==> src/rtl/exc_pipe_ctrl.sv <==
module exc_pipe_ctrl #(
  parameter int XLEN = 32,
  parameter int CW   = 3,
  parameter int VTD  = 8
) (
  input  logic            clk,
  input  logic            rst_n,
  input  logic            flt_if,
  input  logic            flt_id,
  input  logic            flt_ex,
  input  logic            flt_mem,
  input  logic            vt_we,
  input  logic [CW-1:0]   vt_idx,
  input  logic [XLEN-1:0] vt_data,
  output logic [XLEN-1:0] pc,
  output logic            retire,
  output logic [XLEN-1:0] retire_pc,
  output logic            trap_start,
  output logic [CW-1:0]   trap_code,
  output logic            redirect
);
  localparam logic [XLEN-1:0] STEP = XLEN'(4);

  logic            s_v [1:4];
  logic            s_t [1:4];
  logic [CW-1:0]   s_c [1:4];
  logic [XLEN-1:0] s_pc [1:4];
  logic [XLEN-1:0] vt [VTD];
  logic [3:0]      hold;
  logic            rec;
  logic [3:1]      flt;

  assign flt        = {flt_mem, flt_ex, flt_id};
  assign retire     = s_v[4] && !s_t[4] && s_c[4] == '0;
  assign trap_start = s_v[4] && !s_t[4] && s_c[4] != '0;
  assign redirect   = s_v[4] && s_t[4];
  assign retire_pc  = s_pc[4];
  assign trap_code  = s_c[4];

  always_ff @(posedge clk or negedge rst_n) begin
    if (!rst_n) begin
      pc   <= '0;
      rec  <= 1'b0;
      hold <= '0;
      for (int k = 1; k <= 4; k++) begin
        s_v[k]  <= 1'b0;
        s_t[k]  <= 1'b0;
        s_c[k]  <= '0;
        s_pc[k] <= '0;
      end
      for (int i = 0; i < VTD; i++) vt[i] <= '0;
    end else begin
      if (vt_we) vt[vt_idx] <= vt_data;
      if (trap_start) begin
        rec  <= 1'b1;
        hold <= '0;
        for (int k = 2; k <= 4; k++) begin
          s_v[k] <= 1'b0;
          s_t[k] <= 1'b0;
          s_c[k] <= '0;
        end
        s_v[1]  <= 1'b1;
        s_t[1]  <= 1'b1;
        s_c[1]  <= s_c[4];
        s_pc[1] <= pc;
      end else begin
        if (redirect) begin
          pc  <= s_pc[4];
          rec <= 1'b0;
        end
        if (!rec && !hold[0]) begin
          s_v[1]  <= 1'b1;
          s_t[1]  <= 1'b0;
          s_pc[1] <= pc;
          s_c[1]  <= flt_if ? CW'(1) : '0;
          pc      <= pc + STEP;
          if (flt_if) hold[0] <= 1'b1;
        end else begin
          s_v[1] <= 1'b0;
          s_t[1] <= 1'b0;
          s_c[1] <= '0;
        end
        for (int k = 1; k <= 3; k++) begin
          if (hold[k] || !s_v[k]) begin
            s_v[k+1] <= 1'b0;
            s_t[k+1] <= 1'b0;
            s_c[k+1] <= '0;
          end else begin
            s_v[k+1]  <= 1'b1;
            s_t[k+1]  <= s_t[k];
            s_pc[k+1] <= (k == 3 && s_t[k]) ? vt[s_c[k]] : s_pc[k];
            if (!s_t[k] && s_c[k] != '0) begin
              s_c[k+1] <= s_c[k];
              hold[k]  <= 1'b1;
            end else if (!s_t[k] && flt[k]) begin
              s_c[k+1] <= CW'(k + 1);
              hold[k]  <= 1'b1;
            end else begin
              s_c[k+1] <= s_c[k];
            end
          end
        end
      end
    end
  end

  p_no_retire_in_recovery_r8: assert property (@(posedge clk) disable iff (!rst_n)
    rec |-> !retire);
  p_single_command_r3: assert property (@(posedge clk) disable iff (!rst_n)
    trap_start |=> !trap_start);
  p_code_range_r3: assert property (@(posedge clk) disable iff (!rst_n)
    trap_start |-> (trap_code >= CW'(1) && trap_code <= CW'(4)));
  p_pc_frozen_recovery_r7: assert property (@(posedge clk) disable iff (!rst_n)
    rec && !redirect |=> $stable(pc));
  p_pc_frozen_stall_r6: assert property (@(posedge clk) disable iff (!rst_n)
    hold[0] |=> $stable(pc));
  p_resume_after_redirect_r7: assert property (@(posedge clk) disable iff (!rst_n)
    redirect |=> !rec);
  p_exclusive_events_r5: assert property (@(posedge clk) disable iff (!rst_n)
    $onehot0({retire, trap_start, redirect}));
endmodule

==> config.mk <==
export PLATFORM = sky130hd
export DESIGN_NAME = exc_pipe_ctrl
export DESIGN_NICKNAME = d
export VERILOG_FILES = /design/src/rtl/exc_pipe_ctrl.sv
export SDC_FILE = /design/constraint.sdc
export NUM_CORES = 1
export LEC_CHECK = 0
export ABC_AREA = 1
export BUFFER_PORTS_ARGS = -buffer_cell sky130_fd_sc_hd__buf_2
export CAP_MARGIN = 20
export CORE_UTILIZATION = 60
export DETAILED_ROUTE_END_ITERATION = 12
export HOLD_SLACK_MARGIN = 0.08
export MAX_ROUTING_LAYER = met4
export PLACE_DENSITY = 0.79
export SYNTH_ARGS = -nofsm -noshare
export SYNTH_HDL_FRONTEND = slang
export SYNTH_SLANG_ARGS = --single-unit
==> constraint.sdc <==
create_clock -name clk -period 1.79 [get_ports clk]
set_input_delay 0.4475 -clock clk [delete_from_list [all_inputs] [get_ports clk]]
set_output_delay 0.4475 -clock clk [all_outputs]
set_load 0.03 [all_outputs]
==> summary.txt, run 1 <==
Vias per cell: 5.710
Gr usage total: 0.3296
Top cell type's share of synthesized area: 0.5503
P&R area growth vs syn: 13.59%
CP cell instances: inv_2 -> nand3_4 -> nand3_4 -> inv_2 -> buf_6
Total CTS buffers: 45
Post-Syn Instances: 2466
Antenna violations before repair: 0
Failing checks: negative setup slack
Ports: 112
Internal: 18.18 mW
Top post-synthesis cells by area: dfrtp_1 55%, nand2_1 14%, o21ai_0 8.5%
Placed instance count: 2902
Most numerous cell in the Yosys netlist: nand2_1
Clk pwr share: 0.378
Worst path top cell family by delay: flip-flops
Flop pwr share: 0.493
Crit path max fanout: 2
Final period util: 1.021
Number of non-filler instances in the completed layout: 2989
Unrepaired setup endpoints after global routing: true
Hold crit path type: input port to register
Post-DP HPWL: 32.32 mm
Slew headroom: 0.6706
Clock root cell: clkbuf_16
Net switching power: 6.829 mW
Syn. warnings: 0
Die X: 184.8 um
Status: complete, but fails checks
Peak VDD IR: 0.6837 mV
Minimum clock period: 1.827 ns
Die Ht: 184.8 um
CP Capture Type: output port
Setup ws final: -0.03675 ns
TritonCTS clock tree: built
First-pass GRT wire length: 85.86 mm
Largest net degree at the start of global routing: 97
Area leader, netlist: dfrtp_1
Mapped Area: 20050 sq um
Grt total ovfl: 0
Iter 0 DRT Violations: 1564
Syn_nets: 2509
DR WL/cell: 17.79 um
WP data required: 1.34 ns
Drt pass-1 iters: 6
Std cell rows: 66
CTS H-tree depth: 2
Static leakage: 10.91 nW
Antenna cells: 0
Port bufs: 111
Post-synth EDFFs: 0
Pwr dens: 1098 nW/um^2
Netlist cell types: 33
Initial core utilization: 0.6133
Worst-Margin Slew: 0.4941 ns
Switching Fraction: 0.2730
Longest Clk Path Bufs: 3
Final wirelength: 53.17 mm
CP arrival: 1.38 ns
CP max stage cell: dfrtp_1
Sequential-to-total area share from yosys stat: 0.5503
Ratio of cells with drive above 1 in the final layout: 0.1194
# DRC: 0
Gpl congestion: 0.8960
Endpoints failing hold: 0
Flops & latches, synth: 441
Ys async rst share: 1.000
Core area: 32700 sq um
Via Count: 17070
CP Launch Type: register
Most frequent cells after synthesis: 755 x nand2_1, 441 x dfrtp_1, 342 x o21ai_0
Max-slew violations: 0
Nets@finish: 2560
Clock-pin slew on the worst setup and hold paths: 0.06 ns
Fin Hold WS: 0.1254 ns
Setup Crit Path Kind: register to output port
Max Cap Viol: 0
Post-synth top flop: dfrtp_1
Proportion of power drawn by combinational gates: 0.130
Insertion delay to the later sink of the worst-skew pair: 0.55 ns
Fmax: 0.5474 GHz
Die area: 34160 sq um
Buf/Inv on CP: 3
DRT antenna net count: 0
Crit path largest cell delay: 0.39 ns
Number of global-route vias before repair: 16450
Mean Syn Cell Area: 8.132 sq um
Final setup viols: 3
Sink Count: 441
Clock Skew: 0.01580 ns
-- power by group through the flow --
stage	registers [mW]	logic (mW)	clock network, mW
finish	12.3	3.24	9.45
global placement	12.4	3.07	0
floorplan	12.5	1.86	0
detailed placement	12.4	3.21	0
global route	12.5	3.73	9.93
CTS	12.3	3.26	9.51
-- cells by family after synthesis --
logic type / synth area share
multiplexers: 0.001123
flip-flops: 0.5503
AO/OA/AOI/OAI: 0.1407
buffers and inverters: 0.08292
XOR/XNOR: 0.0008736
adder cells (fa/ha/maj): 0.0006238
AND/OR/NAND/NOR: 0.2235
-- cell usage in the layout, fill, tap and decap left out, drive strengths merged, types with 10 or more instances in the layout --
| cell | synthesis | final |
|---|---|---|
| dfrtp | 441 | 441 |
| nor2 | 204 | 204 |
| a21oi | 77 | 77 |
| inv | 191 | 192 |
| clkbuf | 80 | 65 |
| clkinv | 3 | 10 |
| nand3 | 143 | 143 |
| buf | 100 | 183 |
| o21ai | 375 | 375 |
| o211ai | 64 | 64 |
| nand2 | 761 | 761 |
-- stage by stage --
stage / area, sq um / total power [mW] / TNS, ns / setup WS, ns / utilization
2_1_floorplan: 20050 / 14.38 / 0 / 0.08343 / -
3_3_place_gp: 21140 / 15.44 / 0 / 0.1622 / 0.6464
3_5_place_dp: 21140 / 15.65 / 0 / 0.1257 / 0.6464
4_1_cts: 22700 / 25.05 / -0.02103 / -0.02103 / 0.6941
5_1_grt: 22780 / 26.11 / -0.2258 / -0.09311 / 0.6966
6_report: 22780 / 25.01 / -0.08779 / -0.03675 / 0.6966
-- worst min-delay path, delay by kind of cell --
| kind | cells | cell delay [ns] |
|---|---|---|
| buf+inv | 1 | 0.09 |
| compound gates | 1 | 0.06 |
| simple gates | 1 | 0.04 |
-- final timing paths --
check                             start       endpoint  slack (ns)  cells past startpoint
max in group asynchronous         rst_n         s_v[0]        0.72                      3
hold reg to reg                s_pc[69]       s_pc[37]        0.48                      2
setup / recovery           trap_code[1]     trap_start       -0.04                      5
setup reg to reg                 s_c[3]  retire_pc[17]        0.10                      8
min in group asynchronous         rst_n       s_pc[72]        0.32                      2
hold / removal               vt_data[2]          vt[2]        0.13                      3
-- flip-flops by register name, summed over array words and instances (netlist names), 4 cells and up --
signal,flops
vt,256
s_pc,96
pc,32
retire_pc,32
s_c,9
hold,4
s_t,4
s_v,4
-- routing by layer --
layer  up-vias  routed length, um  share of wire  GRT usage
li1       7994                  -              -          -
met1      8252              22520           0.42     0.4515
met2       722              25090           0.47     0.5122
met3       100               4436          0.083    0.05191
met4         0               1120          0.021    0.09388
met5         -                  0              0          -
-- cell type report --
type                    instances  area, sq um
fillers                      2527         9921
clock buffers                  65         1334
flip-flops and latches        441        11050
inverters                     194        730.7
repair buffers                184         1535
well taps                     442        553.0
clock inverters                12        148.9
multi-input cells            1651         7433
-- what timing repair did --
action,in CTS,in global routing
resized for setup,14,18
buffers inserted,6,3
setup endpoints to repair,4,12
hold endpoints to repair,144,0
hold buffers,1,0
pin swaps,2,3
(Power assumes the default switching activity.)
==> run 2, diff against run 1 <==
--- a/config.mk
+++ b/config.mk
@@ -13,6 +13,7 @@
 export HOLD_SLACK_MARGIN = 0.08
 export MAX_ROUTING_LAYER = met4
 export PLACE_DENSITY = 0.79
+export SKIP_LAST_GASP = 1
 export SYNTH_ARGS = -nofsm -noshare
 export SYNTH_HDL_FRONTEND = slang
 export SYNTH_SLANG_ARGS = --single-unit
==> summary.txt, run 2 (synthesis results as in run 1) <==
Unrepaired setup endpoints after global routing: true
Hold crit path type: input port to register
Max Cap Viol: 0
Status: complete, but fails checks
Place WS: 0.1257 ns
Placed instance count: 2902
Std cell rows: 66
Reg area: 11040 sq um
Final wirelength: 53.62 mm
Vias per cell: 5.729
DRT antenna net count: 0
Most frequent cells in the layout: 746 x nand2_1, 436 x dfrtp_1, 342 x o21ai_0
Die Ht: 184.8 um
Max FFs per register: 256
Endpoints failing hold: 0
First-pass GRT wire length: 85.87 mm
DR WL/cell: 17.93 um
Via Count: 17130
Die X: 184.8 um
P&R area growth vs syn: 13.65%
Total CTS buffers: 45
Die area: 34160 sq um
Core area: 32700 sq um
Setup Crit Path Kind: register to output port
Clock root cell: clkbuf_16
Number of global-route vias before repair: 16470
Grt total ovfl: 0
Minimum clock period: 1.845 ns
Post-DP HPWL: 32.32 mm
Number of non-filler instances in the completed layout: 2990
Final setup viols: 4
Initial core utilization: 0.6133
Fmax: 0.5420 GHz
CTS H-tree depth: 2
Clock-pin slew on the worst setup and hold paths: 0.06 ns
Peak VDD IR: 0.6811 mV
Max-slew violations: 0
Failing checks: negative setup slack
TritonCTS clock tree: built
Final period util: 1.031
Iter 0 DRT Violations: 1733
Antenna cells: 0
Sink Count: 441
CP Launch Type: register
# DRC: 0
Ports: 112
Nets@finish: 2561
WP data required: 1.34 ns
Total power: 25.01 mW
Port bufs: 111
Drt pass-1 iters: 5
CP arrival: 1.40 ns
CP Capture Type: output port
Gr usage total: 0.3295
Worst-Margin Slew: 0.5040 ns
Commonest non-fill, non-tap cell in the layout: nand2_1
Slew headroom: 0.6640
Pwr dens: 1097 nW/um^2
Fillcell total: 2512
Setup ws final: -0.05506 ns
Ratio of cells with drive above 1 in the final layout: 0.1193
Largest registers: vt (256), s_pc (96)
Final core utilization: 0.6970
Longest Clk Path Bufs: 3
Crit path max fanout: 2
Largest net degree at the start of global routing: 97
Antenna violations before repair: 0
Gpl congestion: 0.8960
Static leakage: 10.93 nW
Multi-input gate area: 7433 sq um
Clock Skew: 0.01782 ns
Top reg by flops: vt
Insertion delay to the later sink of the worst-skew pair: 0.55 ns
## run 2: cell types whose count changed in the layout (fill, tap and decap cells not counted)
cell and change:
buf_2 +2, buf_6 -2, clkbuf_16 +1, dfrtp_1 +1, dfrtp_2 -1, nand2_2 +1, nand2_4 -1, nor2_2 -1
nor2_4 +1
## run 2: per-layer routing
metal / vias to the layer above / share of wire / global-route usage
li1: 7987 / - / -
met1: 8212 / 0.42 / 0.4510
met2: 819 / 0.47 / 0.5122
met3: 113 / 0.084 / 0.05230
met4: 0 / 0.023 / 0.09355
met5: - / 0 / -
## run 2: final cells by class
class,instances,share of cell area
Sequential cell,441,0.4846
Multi-Input combinational cell,1651,0.3261
Timing Repair Buffer,185,0.06791
Clock buffer,65,0.05852
Inverter,194,0.03206
Tap cell,442,0.02426
Clock inverter,12,0.006533
## run 2: worst max-delay path, cell delays in order, from the launching register on
cell and delay [ns]:
dfrtp_1 0.40, inv_2 0.09, nand3_4 0.08, nand3_2 0.10, inv_2 0.05, buf_6 0.13
## run 2: worst paths after layout
| check | start | to | slack [ns] | cells past startpoint |
|---|---|---|---|---|
| min reg2reg | s_pc[69] | s_pc[37] | 0.47 | 2 |
| max | trap_code[2] | trap_start | -0.06 | 5 |
| min in group asynchronous | rst_n | s_pc[72] | 0.33 | 2 |
| max reg2reg | trap_code[0] | s_pc[33] | 0.07 | 9 |
| min | vt_data[19] | vt[19] | 0.13 | 3 |
| max in group asynchronous | rst_n | vt[157] | 0.71 | 4 |
## run 2: where the power goes
part           switching, mW  leakage [nW]  internal (mW)
clock network           3.85         0.729           5.59
logic                   2.07          4.48           1.17
registers              0.902          5.72           11.4
## run 2: stage by stage
stage          hold WS [ns]  setup TNS, ns  area [sq um]
3_5_place_dp         0.2925              0         21140
2_1_floorplan        0.1519              0         20050
5_1_grt              0.1355        -0.3339         22790
4_1_cts              0.1142       -0.03078         22700
3_3_place_gp         0.2929              0         21140
6_report             0.1283        -0.1005         22790
## run 2: timing repair
action                                  4_1_cts  5_1_grt
gates cloned                                  0        1
setup buffers                                 6        3
resized for setup                            13       14
pin swaps                                     2        3
endpoints found under the hold margin       144        0
hold buffers                                  1        0
endpoints found under the setup margin        4       11
==> run 3, diff against run 2 <==
--- a/config.mk
+++ b/config.mk
@@ -6,7 +6,7 @@
 export NUM_CORES = 1
 export LEC_CHECK = 0
 export ABC_AREA = 1
-export BUFFER_PORTS_ARGS = -buffer_cell sky130_fd_sc_hd__buf_2
+export BUFFER_PORTS_ARGS = -buffer_cell sky130_fd_sc_hd__clkbuf_2
 export CAP_MARGIN = 20
 export CORE_UTILIZATION = 60
 export DETAILED_ROUTE_END_ITERATION = 12
==> summary.txt, run 3 (synthesis results as in run 1) <==
Buf/Inv on CP: 3
Status: complete, but fails checks
Net switching power: 6.805 mW
Worst path top cell family by delay: flip-flops
CP Launch Type: register
Clock root cell: clkbuf_16
Hold crit path type: input port to register
CP Capture Type: output port
Gpl congestion: 0.8902
Ports: 112
Multi-input gate area: 7446 sq um
WP data required: 1.34 ns
Slew headroom: 0.6693
Fmax: 0.5508 GHz
Grt total ovfl: 0
Clk pwr share: 0.383
Proportion of power drawn by combinational gates: 0.130
Max Cap Viol: 0
DRT antenna net count: 0
Iter 0 DRT Violations: 1774
Number of global-route vias before repair: 16710
Total power: 25.24 mW
Worst-Margin Slew: 0.4960 ns
Unrepaired setup endpoints after global routing: true
R2R Path Start: pc[9]
Worst setup path startpoint: s_v[0]
Final wirelength: 52.61 mm
Failing checks: negative setup slack
Longest Clk Path Bufs: 3
Gr usage total: 0.3316
Switching Fraction: 0.2696
Flop pwr share: 0.487
First-pass GRT wire length: 86.26 mm
Clock Skew: 0.01455 ns
CP max stage cell: dfrtp_2
Insertion delay to the later sink of the worst-skew pair: 0.56 ns
Die X: 184.8 um
Clock-pin slew on the worst setup and hold paths: 0.06 ns
Core area: 32700 sq um
Pwr dens: 1107 nW/um^2
Die area: 34160 sq um
Ratio of cells with drive above 1 in the final layout: 0.1212
P&R area growth vs syn: 13.71%
Post-DP HPWL: 31.74 mm
Commonest non-fill, non-tap cell in the layout: nand2_1
Largest registers: vt (256), s_pc (96)
CP arrival: 1.37 ns
Total CTS buffers: 46
Minimum clock period: 1.816 ns
Std cell rows: 66
Most frequent cells in the layout: 746 x nand2_1, 430 x dfrtp_1, 342 x o21ai_0
Final period util: 1.014
Place WS: 0.09025 ns
Vias per cell: 5.730
Setup ws final: -0.02565 ns
Top reg by flops: vt
Nets@finish: 2556
Initial core utilization: 0.6133
Sink Count: 441
Non-Filler Cell Area, Final: 22800 sq um
Setup Crit Path Kind: register to output port
Internal: 18.43 mW
Antenna violations before repair: 2
Flop-to-flop setup slack: 0.05 ns
Largest net degree at the start of global routing: 97
Crit path max fanout: 3
CTS H-tree depth: 2
HP Start: vt_data[13]
CP cell instances: buf_6 -> nand3_4 -> inv_4 -> buf_8
Via Count: 17150
Fillcell total: 2529
Crit path largest cell delay: 0.44 ns
DR WL/cell: 17.58 um
Final setup viols: 2
Max-slew violations: 0
Die Ht: 184.8 um
Drt pass-1 iters: 6
TritonCTS clock tree: built
Port bufs: 111
Endpoints failing hold: 0
Reg area: 11050 sq um
Static leakage: 10.87 nW
Max FFs per register: 256
# DRC: 0
Peak VDD IR: 0.5988 mV
Dpl cell area: 21090 sq um
[run 3: changes by cell type in the layout (fill, tap and decap cells not counted), sizes merged]
cell      delta
diode        +2
clkinvlp     -1
bufinv       -1
buf        -113
clkbuf     +117
inv          -1
[run 3: routing by layer]
layer / vias to the layer above / GRT usage / wire (um)
met1: 8301 / 0.4456 / 22360
met4: 0 / 0.1012 / 1113
met2: 759 / 0.5125 / 24550
met3: 102 / 0.06528 / 4599
li1: 7989 / - / -
met5: - / - / 0
[run 3: cell type report]
class	count	share of cell area
flip-flops and latches	441	0.4847
multi-input cells	1651	0.3265
well taps	442	0.02425
repair buffers	179	0.06420
clock buffers	75	0.06376
clock inverters	9	0.004335
inverters	194	0.03204
diodes	2	0.0002195
[run 3: what timing repair did]
action,4_1_cts,5_1_grt
setup endpoints to repair,4,22
gates resized for setup,20,20
pin swaps,4,2
hold endpoints to repair,24,0
hold buffers,1,0
setup buffers,4,1
[run 3: worst min-delay path: stages]
cell	delay [ns]
clkbuf_2	0.09
nand2_1	0.05
o21ai_0	0.06
[run 3: power groups by stage]
stage | Clock [mW] | Combinational (mW) | Sequential, mW
3_3_place_gp | 0 | 3.10 | 12.3
3_5_place_dp | 0 | 3.24 | 12.4
6_report | 9.66 | 3.28 | 12.3
5_1_grt | 10.1 | 3.80 | 12.4
2_1_floorplan | 0 | 1.86 | 12.5
4_1_cts | 9.75 | 3.29 | 12.3
[run 3: stage by stage]
stage                     hold slack (ns)  setup TNS (ns)  cells  utilization
final                              0.1199        -0.04571   2993       0.6973
after global routing               0.1230         -0.1675   2993       0.6973
after CTS                          0.1038         -0.1067   2990       0.6956
after detailed placement           0.3654               0   2901       0.6450
after global placement             0.3625               0   2901       0.6450
after floorplan                    0.1519               0   2466            -
[run 3: worst paths after layout]
kind | to | depth (start not counted)
max in group asynchronous | pc[29] | 3
worst max-delay path | trap_start | 4
worst min register to register | s_pc[56] | 2
worst max register to register | pc[17] | 7
min in group asynchronous | s_pc[107] | 2
worst min-delay path | vt[13] | 3
